===== src/rtl/dcb_pkg.sv =====
package dcb_pkg;
  typedef enum logic [0:0] {
    IN_OFFSET_BIN = 1'b0,
    IN_TWOS_COMP  = 1'b1
  } in_fmt_e;
endpackage


===== src/rtl/dcb_diff.sv =====
// Input format conversion, previous-sample register and first difference.
module dcb_diff #(
  parameter int              DATA_W = 16,
  parameter dcb_pkg::in_fmt_e IN_FMT = dcb_pkg::IN_OFFSET_BIN
) (
  input  logic                     clk_i,
  input  logic                     rst_ni,
  input  logic                     valid_i,
  input  logic [DATA_W-1:0]        data_i,
  output logic signed [DATA_W:0]   diff_o
);
  logic signed [DATA_W-1:0] x_s;
  logic signed [DATA_W-1:0] x_prev_q;

  generate
    if (IN_FMT == dcb_pkg::IN_OFFSET_BIN) begin : g_offset
      assign x_s = {~data_i[DATA_W-1], data_i[DATA_W-2:0]};
    end else begin : g_twos
      assign x_s = data_i;
    end
  endgenerate

  always_ff @(posedge clk_i or negedge rst_ni) begin
    if (!rst_ni)      x_prev_q <= '0;
    else if (valid_i) x_prev_q <= x_s;
  end

  assign diff_o = {x_s[DATA_W-1], x_s} - {x_prev_q[DATA_W-1], x_prev_q};
endmodule


===== src/rtl/dcb_pole.sv =====
// Feedback product y*(1 - 2^-SHIFT), scaled by 2^SHIFT so it stays exact.
module dcb_pole #(
  parameter int DATA_W = 16,
  parameter int SHIFT  = 6,
  parameter int ACC_W  = DATA_W + SHIFT + 3
) (
  input  logic signed [DATA_W-1:0] y_i,
  output logic signed [ACC_W-1:0]  prod_o
);
  logic signed [ACC_W-1:0] y_ext;
  assign y_ext  = {{(ACC_W-DATA_W){y_i[DATA_W-1]}}, y_i};
  assign prod_o = (y_ext <<< SHIFT) - y_ext;
endmodule


===== src/rtl/dcb_quant.sv =====
// Floor to integer, saturate to output range, split off the remainder.
module dcb_quant #(
  parameter int DATA_W = 16,
  parameter int SHIFT  = 6,
  parameter int ACC_W  = DATA_W + SHIFT + 3
) (
  input  logic signed [ACC_W-1:0]  acc_i,
  output logic signed [DATA_W-1:0] y_o,
  output logic [SHIFT-1:0]         rem_o
);
  localparam int INT_W = ACC_W - SHIFT;
  localparam logic signed [INT_W-1:0] MAX_V = INT_W'((2 ** (DATA_W - 1)) - 1);
  localparam logic signed [INT_W-1:0] MIN_V = -MAX_V - INT_W'(1);

  logic signed [INT_W-1:0] int_part;
  assign int_part = acc_i[ACC_W-1:SHIFT];
  assign rem_o    = acc_i[SHIFT-1:0];

  always_comb begin
    if (int_part > MAX_V)      y_o = MAX_V[DATA_W-1:0];
    else if (int_part < MIN_V) y_o = MIN_V[DATA_W-1:0];
    else                       y_o = int_part[DATA_W-1:0];
  end
endmodule


===== src/rtl/dc_blocker.sv =====
module dc_blocker #(
  parameter int               DATA_W     = 16,
  parameter int               POLE_SHIFT = 6,
  parameter dcb_pkg::in_fmt_e IN_FMT     = dcb_pkg::IN_OFFSET_BIN
) (
  input  logic              clk_i,
  input  logic              rst_ni,
  input  logic              valid_i,
  input  logic [DATA_W-1:0] data_i,
  output logic              valid_o,
  output logic [DATA_W-1:0] data_o
);
  localparam int ACC_W = DATA_W + POLE_SHIFT + 3;

  logic signed [DATA_W:0]   diff;
  logic signed [ACC_W-1:0]  diff_sc;
  logic signed [ACC_W-1:0]  prod;
  logic signed [ACC_W-1:0]  acc;
  logic signed [DATA_W-1:0] y_q;
  logic signed [DATA_W-1:0] y_n;
  logic [POLE_SHIFT-1:0]    rem_q;
  logic [POLE_SHIFT-1:0]    rem_n;
  logic                     valid_q;

  dcb_diff #(.DATA_W(DATA_W), .IN_FMT(IN_FMT)) u_diff (
    .clk_i   (clk_i),
    .rst_ni  (rst_ni),
    .valid_i (valid_i),
    .data_i  (data_i),
    .diff_o  (diff)
  );

  dcb_pole #(.DATA_W(DATA_W), .SHIFT(POLE_SHIFT), .ACC_W(ACC_W)) u_pole (
    .y_i    (y_q),
    .prod_o (prod)
  );

  // Whole loop closes combinationally: y_q/rem_q -> acc -> y_n/rem_n.
  assign diff_sc = {{(ACC_W-DATA_W-1){diff[DATA_W]}}, diff} <<< POLE_SHIFT;
  assign acc     = diff_sc + prod + {{(ACC_W-POLE_SHIFT){1'b0}}, rem_q};

  dcb_quant #(.DATA_W(DATA_W), .SHIFT(POLE_SHIFT), .ACC_W(ACC_W)) u_quant (
    .acc_i (acc),
    .y_o   (y_n),
    .rem_o (rem_n)
  );

  always_ff @(posedge clk_i or negedge rst_ni) begin
    if (!rst_ni) begin
      y_q     <= '0;
      rem_q   <= '0;
      valid_q <= 1'b0;
    end else begin
      valid_q <= valid_i;
      if (valid_i) begin
        y_q   <= y_n;
        rem_q <= rem_n;
      end
    end
  end

  assign valid_o = valid_q;
  assign data_o  = y_q;
endmodule


===== config.mk =====
export PLATFORM = sky130hd
export DESIGN_NAME = dc_blocker
export DESIGN_NICKNAME = d
export VERILOG_FILES = /design/src/rtl/dcb_pkg.sv /design/src/rtl/dcb_diff.sv /design/src/rtl/dcb_pole.sv /design/src/rtl/dcb_quant.sv /design/src/rtl/dc_blocker.sv
export SDC_FILE = /design/constraint.sdc
export NUM_CORES = 1
export LEC_CHECK = 0
export BUFFER_PORTS_ARGS = -buffer_cell sky130_fd_sc_hd__buf_2
export CORE_ASPECT_RATIO = 1.25
export CORE_MARGIN = 5
export CORE_UTILIZATION = 50
export DETAILED_ROUTE_END_ITERATION = 16
export MAX_ROUTING_LAYER = met4
export PLACE_DENSITY = 0.66
export SETUP_SLACK_MARGIN = 0.02
export SLEW_MARGIN = 20
export SYNTH_ARGS = -nofsm -noshare
export SYNTH_HDL_FRONTEND = slang
export SYNTH_SLANG_ARGS = --single-unit
export TNS_END_PERCENT = 20

===== constraint.sdc =====
create_clock -name clk_i -period 5.5 [get_ports clk_i]
set_input_delay 0.55 -clock clk_i [delete_from_list [all_inputs] [get_ports clk_i]]
set_output_delay 0.55 -clock clk_i [all_outputs]
set_load 0.02 [all_outputs]

==> metrics.log, run 1 <==
INFO  metric die_area = 10,700 um^2
INFO  metric hold_path_class = input port to asynchronous set/reset pin
INFO  metric place_congestion = 0.943
INFO  metric insertion_delay_of_the_later_clocked_pin_in_the_worst_skew_pair = 0.30 ns
INFO  metric grt_antenna_before_repair = 0
INFO  metric numClockSinks = 39
INFO  metric unrepaired_setup_endpoints_after_global_routing = false
INFO  metric timing.reg2reg.setup_slack = 0.47 ns
INFO  metric endpoint_kind = flop
INFO  metric antennaDiodeCount = 0
INFO  metric cp.required = 5.67 ns
INFO  metric detail_route.wl_per_cell = 15.9 um
INFO  metric arrival = 5.21 ns
INFO  metric initial_utilization = 0.506
INFO  metric drt_iter0_drc = 233
INFO  metric postRouteWirelength = 10,600 um
INFO  metric worstPathMaxFanout = 9
INFO  metric detail_route.drc_violations = 0
INFO  metric setup.worst_path.start_class = flop
INFO  metric htree_levels = 2
INFO  metric clk_pin_slew_worst_paths = 0.08 ns
INFO  metric cts-resized-gates = 0
INFO  metric area_growth_syn_to_layout = 7.58%
INFO  metric io_pins = 36
INFO  metric setup-violations-final = 0
INFO  metric pin_slew_with_the_least_headroom_to_its_limit = 0.915 ns
INFO  metric clock_tree.buffer_depth = 2
INFO  metric routed_via_density = 5.81
INFO  metric slew_violations = 0
INFO  metric cap_viol_max_count = 0
INFO  metric global_route.overflow_total = 0
INFO  metric synth_fp_nets = 586
INFO  metric chipWidth = 93.5 um
INFO  metric numCtsBuffers = 5
INFO  metric proportion_of_synthesized_flip_flops_having_asynchronous_set_or_reset = 1.00
INFO  metric cts_root_buffer = sky130_fd_sc_hd__clkbuf_8
INFO  metric finish.net_count = 619
INFO  metric critical_path.reg2reg.startpoint = data_o[2]$_DFFE_PN0P_
INFO  metric synth_area_per_cell = 8.54 um^2
INFO  metric dp_hpwl = 8470 um
INFO  metric final.min_clock_period = 5.03 ns
INFO  metric portBuffers = 35
INFO  metric core_area = 8610 um^2
INFO  metric synth_enable_flop_cells = 0
INFO  metric die_h = 114 um
INFO  metric synth.ff_latch_count = 39
INFO  metric rr_endpoint = data_o[9]$_DFFE_PN0P_
INFO  metric vias = 3,858
INFO  metric layout-drive-gt1-share = 0.138
INFO  metric synth.yosys.seq_area_share = 0.224
INFO  metric synth_warnings = 0
INFO  metric synth_flop_cell = sky130_fd_sc_hd__dfrtp_1
INFO  metric outcome = completed
INFO  metric grt_start_max_net_pins = 59
INFO  metric netlist-cell-type-count = 72
INFO  metric cts_hold_repair.buffers = 0
INFO  metric fin_worst_skew = 0.00702 ns
INFO  metric final_antenna_net_count = 0
INFO  metric syn_inst = 510
INFO  metric fin_setup_tns = 0 ns
INFO  metric hold_viol = 0
INFO  metric netlist_area = 4360 um^2
INFO  metric post-route-period-util = 0.915
INFO  metric drt_pass1_iterations = 5
INFO  metric clock.fmax = 199 MHz
INFO  metric number_of_global_route_vias_before_repair = 3,778
INFO  metric grt_util_all_layers = 0.215
INFO  metric worst-setup-path-type = flop to flop
INFO  metric timing.slew.headroom = 0.390
INFO  metric wire_length_of_the_first_global_routing_pass = 17,800 um
INFO  metric reg2regPathDepth = 18
INFO  metric tritoncts_clock_tree = built
INFO  metric row_count = 38
INFO  metric post_cts_setup_buffer_count = 0
[cells in the mapped netlist (7+ instances only)]
library cell               number  area [um^2]
sky130_fd_sc_hd__nor2_1        37          139
sky130_fd_sc_hd__o211ai_1       8         60.1
sky130_fd_sc_hd__nand3_1       17         85.1
sky130_fd_sc_hd__nor3_1         9         45.0
sky130_fd_sc_hd__a21oi_1       32          160
sky130_fd_sc_hd__dfrtp_1       39          976
sky130_fd_sc_hd__a211oi_1      11         82.6
sky130_fd_sc_hd__nand2_1       32          120
sky130_fd_sc_hd__xor2_1        18          158
sky130_fd_sc_hd__o21ai_1        7         35.0
sky130_fd_sc_hd__a21o_1        10         75.1
sky130_fd_sc_hd__xnor2_1       29          254
sky130_fd_sc_hd__inv_1         55          206
sky130_fd_sc_hd__o21ai_0       31          155
sky130_fd_sc_hd__o221ai_2      10          150
sky130_fd_sc_hd__ha_1          55          688
[state kept, by name, indices dropped and copies added (netlist names)]
name / cells
data_o: 16
rem_q: 6
u_diff.x_prev_q: 16
valid_o: 1
[routing by layer]
| metal | vias up | part of all wire | global-route usage |
|---|---|---|---|
| met1 | 1851 | 0.41 | 0.244 |
| met4 | 0 | 0.032 | 0.0811 |
| met2 | 75 | 0.53 | 0.382 |
| met5 | - | 0 | - |
| li1 | 1913 | - | - |
| met3 | 19 | 0.031 | 0.0256 |
[worst max-delay path by stage]
stage	start	end	cells after the start
final	data_o[2]$_DFFE_PN0P_	data_o[9]$_DFFE_PN0P_	18
after global routing	data_o[2]$_DFFE_PN0P_	data_o[9]$_DFFE_PN0P_	18
after CTS	data_o[2]$_DFFE_PN0P_	data_o[9]$_DFFE_PN0P_	18
after detailed placement	data_i[0]	data_o[9]$_DFFE_PN0P_	22
after global placement	data_i[0]	data_o[12]$_DFFE_PN0P_	22
after floorplan	data_i[0]	data_o[10]$_DFFE_PN0P_	21
[cells by family (layout without fill, tap and decap cells)]
group	Yosys count	count (layout)	share of synthesized area
flip-flops	39	39	0.224
XOR/XNOR	48	48	0.0982
multiplexers	6	6	0.0152
adder cells (fa/ha/maj)	57	57	0.167
AO/OA/AOI/OAI	162	162	0.277
AND/OR/NAND/NOR	130	130	0.144
buffers and inverters	68	102	0.0752
[cells in the final DEF (no fill, tap or decap), types with 10 or more instances in the layout]
| cell | n |
|---|---|
| sky130_fd_sc_hd__inv_1 | 55 |
| sky130_fd_sc_hd__ha_1 | 55 |
| sky130_fd_sc_hd__dfrtp_1 | 39 |
| sky130_fd_sc_hd__nor2_1 | 37 |
| sky130_fd_sc_hd__buf_2 | 35 |
| sky130_fd_sc_hd__a21oi_1 | 32 |
| sky130_fd_sc_hd__nand2_1 | 32 |
| sky130_fd_sc_hd__o21ai_0 | 31 |
| sky130_fd_sc_hd__xnor2_1 | 29 |
| sky130_fd_sc_hd__xor2_1 | 18 |
| sky130_fd_sc_hd__nand3_1 | 17 |
| sky130_fd_sc_hd__a211oi_1 | 11 |
| sky130_fd_sc_hd__a21o_1 | 10 |
| sky130_fd_sc_hd__o221ai_2 | 10 |
[through the flow]
| step | utilization | setup WS [ns] | instance area [um^2] | hold WS (ns) | instances |
|---|---|---|---|---|---|
| finish | 0.545 | 0.467 | 4690 | 0.376 | 664 |
| global route | 0.545 | 0.0266 | 4690 | 0.424 | 664 |
| CTS | 0.545 | 0.523 | 4690 | 0.406 | 664 |
| detailed placement | 0.533 | 0.439 | 4590 | 0.504 | 656 |
| global placement | 0.533 | 0.528 | 4590 | 0.496 | 656 |
| floorplan | - | 0.971 | 4360 | 0.254 | 510 |
[layout make-up]
type,instances,area [um^2]
tap,120,150
sequential,39,976
multi-input combinational,403,3050
clock buffer,8,100
fill,821,3920
inverter,56,210
timing repair buffer,38,198
[worst max-delay path, cell delays in order (launching register included)]
cell and delay (ns):
sky130_fd_sc_hd__dfrtp_1 0.48, sky130_fd_sc_hd__nor4_1 0.57, sky130_fd_sc_hd__a41oi_1 0.24, sky130_fd_sc_hd__o21ai_1 0.33, sky130_fd_sc_hd__a211oi_1 0.17, sky130_fd_sc_hd__o31ai_1 0.37
sky130_fd_sc_hd__o21a_1 0.18, sky130_fd_sc_hd__nor2_1 0.05, sky130_fd_sc_hd__xnor2_1 0.17, sky130_fd_sc_hd__ha_1 0.42, sky130_fd_sc_hd__nand3_1 0.17, sky130_fd_sc_hd__nor2b_1 0.28
sky130_fd_sc_hd__and3_1 0.23, sky130_fd_sc_hd__o211ai_1 0.10, sky130_fd_sc_hd__a32oi_1 0.30, sky130_fd_sc_hd__nor2b_2 0.09, sky130_fd_sc_hd__a31oi_4 0.36, sky130_fd_sc_hd__buf_4 0.26
sky130_fd_sc_hd__o221ai_2 0.11
Power of run 1 is left out: the tool's default activity adds up to more than one toggle a clock period on the data nets, which glitch-free logic cannot reach.
==> run 2: changes to the inputs <==
--- a/config.mk
+++ b/config.mk
@@ -6,7 +6,6 @@
 export NUM_CORES = 1
 export LEC_CHECK = 0
 export BUFFER_PORTS_ARGS = -buffer_cell sky130_fd_sc_hd__buf_2
-export CORE_ASPECT_RATIO = 1.25
 export CORE_MARGIN = 5
 export CORE_UTILIZATION = 50
 export DETAILED_ROUTE_END_ITERATION = 16
==> constraint.sdc (replaced) <==
create_clock -name clk_i -period 5.4 [get_ports clk_i]
set_input_delay 0.54 -clock clk_i [delete_from_list [all_inputs] [get_ports clk_i]]
set_output_delay 0.54 -clock clk_i [all_outputs]
set_load 0.02 [all_outputs]
==> metrics.log, run 2 (same netlist as run 1, synthesis figures left out) <==
INFO  metric arrival = 5.01 ns (-0.20 ns)
INFO  metric worst-setup-path-type = flop to flop
INFO  metric endpoint_kind = flop
INFO  metric grt_antenna_before_repair = 0 (unchanged)
INFO  metric hold_path_class = input port to asynchronous set/reset pin
INFO  metric cts_hold_repair.buffers = 0 (unchanged)
INFO  metric design_area = 4660 um^2 (-0.59%)
INFO  metric numClockSinks = 39 (unchanged)
INFO  metric detailedPlace.worstSlack = 0.476 ns (+0.0376 ns)
INFO  metric tritoncts_clock_tree = built
INFO  metric slowest_delay = 0.48 ns (-0.09 ns)
INFO  metric numCtsBuffers = 5 (unchanged)
INFO  metric clk_pin_slew_worst_paths = 0.08 ns (about the same)
INFO  metric clock_tree.buffer_depth = 2 (unchanged)
INFO  metric finish.net_count = 619 (unchanged)
INFO  metric number_of_global_route_vias_before_repair = 3,552 (-6.0%)
INFO  metric critical_path.reg2reg.startpoint = data_o[7]$_DFFE_PN0P_
INFO  metric chipWidth = 103 um (+11%)
INFO  metric insertion_delay_of_the_later_clocked_pin_in_the_worst_skew_pair = 0.30 ns (about the same)
INFO  metric setup.worst_path.start_class = flop
INFO  metric crit_slowest_cell = sky130_fd_sc_hd__ha_1
INFO  metric grt_start_max_net_pins = 40 (-32%)
INFO  metric portBuffers = 35 (unchanged)
INFO  metric setup-violations-final = 0 (unchanged)
INFO  metric grt.met2_usage = 0.315 (-0.0670)
INFO  metric initial_utilization = 0.507 (+0.000737)
INFO  metric critical_path.cell_chain = inv_1 > ha_1 > a21o_1 > a41oi_1 > o21ai_1 > a211oi_1 > or2_1 > o21ai_1 > a211oi_1 > nor2_1 > ha_1 > nand3_1 > nor2b_1 > and3_1 > o211ai_1 > a32oi_1 > nor2b_2 > a31oi_4 > buf_4 > o221ai_1
INFO  metric fin_setup_tns = 0 ns (unchanged)
INFO  metric gr-usage-met3 = 0.0288 (+0.00320)
INFO  metric clock.fmax = 206 MHz (+3.8%)
INFO  metric slew_violations = 0 (unchanged)
INFO  metric post_cts_setup_buffer_count = 0 (unchanged)
INFO  metric timing.reg2reg.setup_slack = 0.55 ns (+0.08 ns)
INFO  metric most_frequent_cells_in_the_layout = sky130_fd_sc_hd__inv_1, sky130_fd_sc_hd__ha_1, sky130_fd_sc_hd__dfrtp_1
INFO  metric pin_slew_with_the_least_headroom_to_its_limit = 0.906 ns (-0.00904 ns)
INFO  metric outcome = completed
INFO  metric dpl_cell_area = 4570 um^2 (-0.33%)
INFO  metric htree_levels = 2 (unchanged)
INFO  metric unrepaired_setup_endpoints_after_global_routing = false
INFO  metric grt_util_all_layers = 0.200 (-0.0142)
INFO  metric cts_root_buffer = sky130_fd_sc_hd__clkbuf_8
INFO  metric n_fill_cell = 830 (+1.1%)
INFO  metric die_h = 103 um (-9.6%)
INFO  metric top_usage_layer = met2
INFO  metric place_congestion = 0.890 (-5.6%)
INFO  metric post-route-period-util = 0.898 (-0.0170)
INFO  metric core_area = 8590 um^2 (-0.15%)
INFO  metric timing.slew.headroom = 0.396 (+0.00603)
INFO  metric die_area = 10,700 um^2 (-0.11%)
INFO  metric io_pins = 36 (unchanged)
INFO  metric antennaDiodeCount = 0 (unchanged)
INFO  metric cts-resized-gates = 0 (unchanged)
INFO  metric layout-drive-gt1-share = 0.138 (+0.000254)
INFO  metric cap_viol_max_count = 0 (unchanged)
INFO  metric detail_route.drc_violations = 0 (unchanged)
INFO  metric postRouteWirelength = 9930 um (-6.3%)
INFO  metric final.min_clock_period = 4.85 ns (-0.183 ns)
INFO  metric drt_iter0_drc = 197 (-15%)
INFO  metric detail_route.wl_per_cell = 15.2 um (-4.4%)
INFO  metric global_route.overflow_total = 0 (unchanged)
INFO  metric global_route.usage.met1 = 0.275 (+0.0309)
INFO  metric finalWorstSetupSlack = 0.550 ns (+0.0834 ns)
INFO  metric wire_length_of_the_first_global_routing_pass = 16,500 um (-7.4%)
INFO  metric area_growth_syn_to_layout = 6.95%
INFO  metric vias = 3,706 (-3.9%)
INFO  metric cp.required = 5.56 ns (-0.11 ns)
INFO  metric drt_pass1_iterations = 4 (-1)
INFO  metric final_antenna_net_count = 0 (unchanged)
INFO  metric rr_endpoint = data_o[0]$_DFFE_PN0P_
INFO  metric reg2regPathDepth = 20 (+2)
INFO  metric worstPathMaxFanout = 15 (+6)
INFO  metric hold_viol = 0 (unchanged)
INFO  metric fin_worst_skew = 0.0126 ns (+0.00555 ns)
INFO  metric routed_via_density = 5.69 (-2.0%)
INFO  metric row_count = 34 (-11%)
INFO  metric dp_hpwl = 8020 um (-5.2%)
[run 2: cell count changes in the layout (fill, tap and decap cells not counted), sizes merged]
| cell | change |
|---|---|
| clkinv | +1 |
| clkbuf | -2 |
[run 2: worst max-delay path by stage]
stage,startpoint,depth (start not counted),endpoint,slack (ns)
finish,data_o[7]$_DFFE_PN0P_,20,data_o[0]$_DFFE_PN0P_,0.55
global route,data_o[7]$_DFFE_PN0P_,20,data_o[0]$_DFFE_PN0P_,0.18
CTS,data_o[7]$_DFFE_PN0P_,20,data_o[0]$_DFFE_PN0P_,0.63
detailed placement,data_i[0],22,data_o[0]$_DFFE_PN0P_,0.48
global placement,data_i[0],22,data_o[1]$_DFFE_PN0P_,0.61
floorplan,data_i[0],21,data_o[10]$_DFFE_PN0P_,0.88
[run 2: area by class of cell]
| type | instances | area (um^2) | area share |
|---|---|---|---|
| tap | 108 | 135 | 0.0290 |
| clock inverter | 1 | 5.00 | 0.00107 |
| timing repair buffer | 38 | 198 | 0.0424 |
| clock buffer | 6 | 82.6 | 0.0177 |
| sequential | 39 | 976 | 0.209 |
| multi-input combinational | 403 | 3050 | 0.655 |
| inverter | 56 | 210 | 0.0451 |
[run 2: layer usage]
metal / routed length [um] / part of all wire
met1: 5030 / 0.51
met2: 4480 / 0.45
met3: 315 / 0.032
met4: 99 / 0.010
met5: 0 / 0
[run 2: worst max-delay path, delay by kind of cell (launching register included)]
| family | cells | cell delay [ns] |
|---|---|---|
| adder cells (fa/ha/maj) | 2 | 0.82 |
| buffers and inverters | 2 | 0.36 |
| AND/OR/NAND/NOR | 6 | 1.11 |
| AO/OA/AOI/OAI | 10 | 2.02 |
| flip-flops | 1 | 0.39 |
[run 2: through the flow]
| stage | util | hold WS [ns] | instances |
|---|---|---|---|
| after detailed placement | 0.532 | 0.504 | 644 |
| final | 0.542 | 0.375 | 651 |
| after global placement | 0.532 | 0.493 | 644 |
| after floorplan | - | 0.244 | 510 |
| after global routing | 0.542 | 0.423 | 651 |
| after CTS | 0.542 | 0.401 | 651 |
Power of run 2 is left out for the same reason.
==> run 3: changes to the inputs <==
--- a/config.mk
+++ b/config.mk
@@ -6,11 +6,13 @@
 export NUM_CORES = 1
 export LEC_CHECK = 0
 export BUFFER_PORTS_ARGS = -buffer_cell sky130_fd_sc_hd__buf_2
+export CELL_PAD_IN_SITES_DETAIL_PLACEMENT = 0
+export CELL_PAD_IN_SITES_GLOBAL_PLACEMENT = 2
 export CORE_MARGIN = 5
-export CORE_UTILIZATION = 50
+export CORE_UTILIZATION = 38
 export DETAILED_ROUTE_END_ITERATION = 16
 export MAX_ROUTING_LAYER = met4
-export PLACE_DENSITY = 0.66
+export PLACE_DENSITY = 0.79
 export SETUP_SLACK_MARGIN = 0.02
 export SLEW_MARGIN = 20
 export SYNTH_ARGS = -nofsm -noshare
==> metrics.log, run 3 (same netlist as run 1, synthesis figures left out) <==
INFO  metric outcome = completed
INFO  metric crit_slowest_cell = sky130_fd_sc_hd__nor4_1
INFO  metric pin_slew_with_the_least_headroom_to_its_limit = 0.917 ns (+0.0108 ns)
INFO  metric layout-drive-gt1-share = 0.140 (+0.00158)
INFO  metric clock.fmax = 204 MHz (-0.94%)
INFO  metric dp_hpwl = 8760 um (+9.2%)
INFO  metric gr-usage-met3 = 0.0195 (-0.00930)
INFO  metric clk_pin_slew_worst_paths = 0.06 ns (-0.02 ns)
INFO  metric fin_worst_skew = 0.00320 ns (-0.00936 ns)
INFO  metric tritoncts_clock_tree = built
INFO  metric antennaDiodeCount = 0 (unchanged)
INFO  metric cts_root_buffer = sky130_fd_sc_hd__clkbuf_16
INFO  metric grt.met2_usage = 0.264 (-0.0509)
INFO  metric area_growth_syn_to_layout = 9.51%
INFO  metric detail_route.wl_per_cell = 15.8 um (+3.6%)
INFO  metric number_of_global_route_vias_before_repair = 3,643 (+2.6%)
INFO  metric critical_path.reg2reg.startpoint = data_o[2]$_DFFE_PN0P_
INFO  metric final_antenna_net_count = 0 (unchanged)
INFO  metric fin_setup_tns = 0 ns (unchanged)
INFO  metric timing.slew.headroom = 0.389 (-0.00723)
INFO  metric design_area = 4770 um^2 (+2.4%)
INFO  metric routed_via_density = 5.34 (-6.1%)
INFO  metric worst-setup-path-type = flop to flop
INFO  metric numClockSinks = 39 (unchanged)
INFO  metric reg2regPathDepth = 18 (-10%)
INFO  metric setup.worst_path.start_class = flop
INFO  metric unrepaired_setup_endpoints_after_global_routing = false
INFO  metric io_pins = 36 (unchanged)
INFO  metric place_congestion = 0.823 (-7.5%)
INFO  metric arrival = 5.04 ns (+0.03 ns)
INFO  metric drt_pass1_iterations = 4 (unchanged)
INFO  metric row_count = 39 (+15%)
INFO  metric global_route.usage.met1 = 0.251 (-0.0246)
INFO  metric initial_utilization = 0.385 (-0.122)
INFO  metric global_route.overflow_total = 0 (unchanged)
INFO  metric post-route-period-util = 0.907 (+0.00851)
INFO  metric portBuffers = 35 (unchanged)
INFO  metric timing.reg2reg.setup_slack = 0.50 ns (-0.05 ns)
INFO  metric die_h = 117 um (+13%)
INFO  metric htree_levels = 2 (unchanged)
INFO  metric vias = 3,672 (-0.92%)
INFO  metric critical_path.cell_chain = nor4_1 > a41oi_1 > o21ai_1 > a211oi_1 > o31ai_1 > o21a_1 > nor2_1 > xnor2_1 > ha_1 > nand3_1 > nor2b_1 > and3_1 > o211ai_1 > a32oi_1 > nor2b_2 > a31oi_4 > buf_4 > o221ai_1
INFO  metric chipWidth = 117 um (+13%)
INFO  metric post_cts_setup_buffer_count = 0 (unchanged)
INFO  metric cts_hold_repair.buffers = 0 (unchanged)
INFO  metric top_usage_layer = met2
INFO  metric cp.required = 5.54 ns (-0.02 ns)
INFO  metric wire_length_of_the_first_global_routing_pass = 18,300 um (+11%)
INFO  metric die_area = 13,700 um^2 (+28%)
INFO  metric hold_path_class = input port to asynchronous set/reset pin
INFO  metric dpl_cell_area = 4620 um^2 (+0.96%)
INFO  metric setup-violations-final = 0 (unchanged)
INFO  metric hold-worst-slack = 0.384 ns (+0.00875 ns)
INFO  metric grt_start_max_net_pins = 59 (+48%)
INFO  metric cap_viol_max_count = 0 (unchanged)
INFO  metric slew_violations = 0 (unchanged)
INFO  metric postRouteWirelength = 10,800 um (+9.3%)
INFO  metric final.min_clock_period = 4.90 ns (+0.0459 ns)
INFO  metric slowest_delay = 0.59 ns (+0.11 ns)
INFO  metric hold_viol = 0 (unchanged)
INFO  metric numCtsBuffers = 5 (unchanged)
INFO  metric grt_antenna_before_repair = 0 (unchanged)
INFO  metric rr_endpoint = data_o[4]$_DFFE_PN0P_
INFO  metric worstPathBufferInverterCount = 1 (-1)
INFO  metric clock_tree.buffer_depth = 2 (unchanged)
INFO  metric endpoint_kind = flop
INFO  metric drt_iter0_drc = 180 (-8.6%)
INFO  metric grt_util_all_layers = 0.174 (-0.0259)
INFO  metric detail_route.drc_violations = 0 (unchanged)
INFO  metric core_area = 11,300 um^2 (+32%)
INFO  metric finish.net_count = 619 (unchanged)
INFO  metric n_fill_cell = 1,164 (+40%)
INFO  metric cts-resized-gates = 0 (unchanged)
INFO  metric cp_top_family = compound AO/OA/AOI/OAI gates
INFO  metric most_frequent_cells_in_the_layout = sky130_fd_sc_hd__inv_1, sky130_fd_sc_hd__ha_1, sky130_fd_sc_hd__dfrtp_1
INFO  metric worstPathMaxFanout = 15 (unchanged)
INFO  metric insertion_delay_of_the_later_clocked_pin_in_the_worst_skew_pair = 0.29 ns (about the same)
run 3: cell types whose count changed in the layout (fill, tap and decap cells not counted), sizes merged:
cell / previous run / this run
clkinvlp: 0 / 1
run 3: worst register-to-register path, cell delays in order, from the launching register on:
cell                       delay [ns]
sky130_fd_sc_hd__dfrtp_1         0.49
sky130_fd_sc_hd__nor4_1          0.59
sky130_fd_sc_hd__a41oi_1         0.25
sky130_fd_sc_hd__o21ai_1         0.29
sky130_fd_sc_hd__a211oi_1        0.15
sky130_fd_sc_hd__o31ai_1         0.36
sky130_fd_sc_hd__o21a_1          0.19
sky130_fd_sc_hd__nor2_1          0.06
sky130_fd_sc_hd__xnor2_1         0.16
sky130_fd_sc_hd__ha_1            0.40
sky130_fd_sc_hd__nand3_1         0.19
sky130_fd_sc_hd__nor2b_1         0.32
sky130_fd_sc_hd__and3_1          0.23
sky130_fd_sc_hd__o211ai_1        0.10
sky130_fd_sc_hd__a32oi_1         0.29
sky130_fd_sc_hd__nor2b_2         0.09
sky130_fd_sc_hd__a31oi_4         0.17
sky130_fd_sc_hd__buf_4           0.26
sky130_fd_sc_hd__o221ai_1        0.17
run 3: final cells by class:
type	instances	area [um^2]	area share
sequential	39	976	0.205
multi-input combinational	403	3050	0.640
tap	143	179	0.0375
timing repair buffer	38	198	0.0414
clock inverter	2	16.3	0.00341
inverter	56	210	0.0441
clock buffer	6	139	0.0291
run 3: per-stage QoR:
stage	util	cells	setup WS (ns)
floorplan	-	510	0.881
global placement	0.408	679	0.481
detailed placement	0.408	679	0.422
CTS	0.421	687	0.524
global route	0.421	687	0.0770
finish	0.421	687	0.504
run 3: worst max-delay path by stage:
stage | from | slack (ns) | to | cells past startpoint
2_1_floorplan | data_i[0] | 0.88 | data_o[10]$_DFFE_PN0P_ | 21
3_3_place_gp | data_i[0] | 0.48 | data_o[0]$_DFFE_PN0P_ | 22
3_5_place_dp | data_i[0] | 0.42 | data_o[3]$_DFFE_PN0P_ | 22
4_1_cts | data_o[2]$_DFFE_PN0P_ | 0.52 | data_o[1]$_DFFE_PN0P_ | 18
5_1_grt | data_o[2]$_DFFE_PN0P_ | 0.08 | data_o[1]$_DFFE_PN0P_ | 18
6_report | data_o[2]$_DFFE_PN0P_ | 0.50 | data_o[4]$_DFFE_PN0P_ | 18
run 3: metal layers:
layer	vias to the layer above	part of all wire
li1	1913	-
met1	1701	0.52
met2	48	0.43
met3	10	0.033
met4	0	0.013
met5	-	0
Power of run 3 is left out for the same reason.
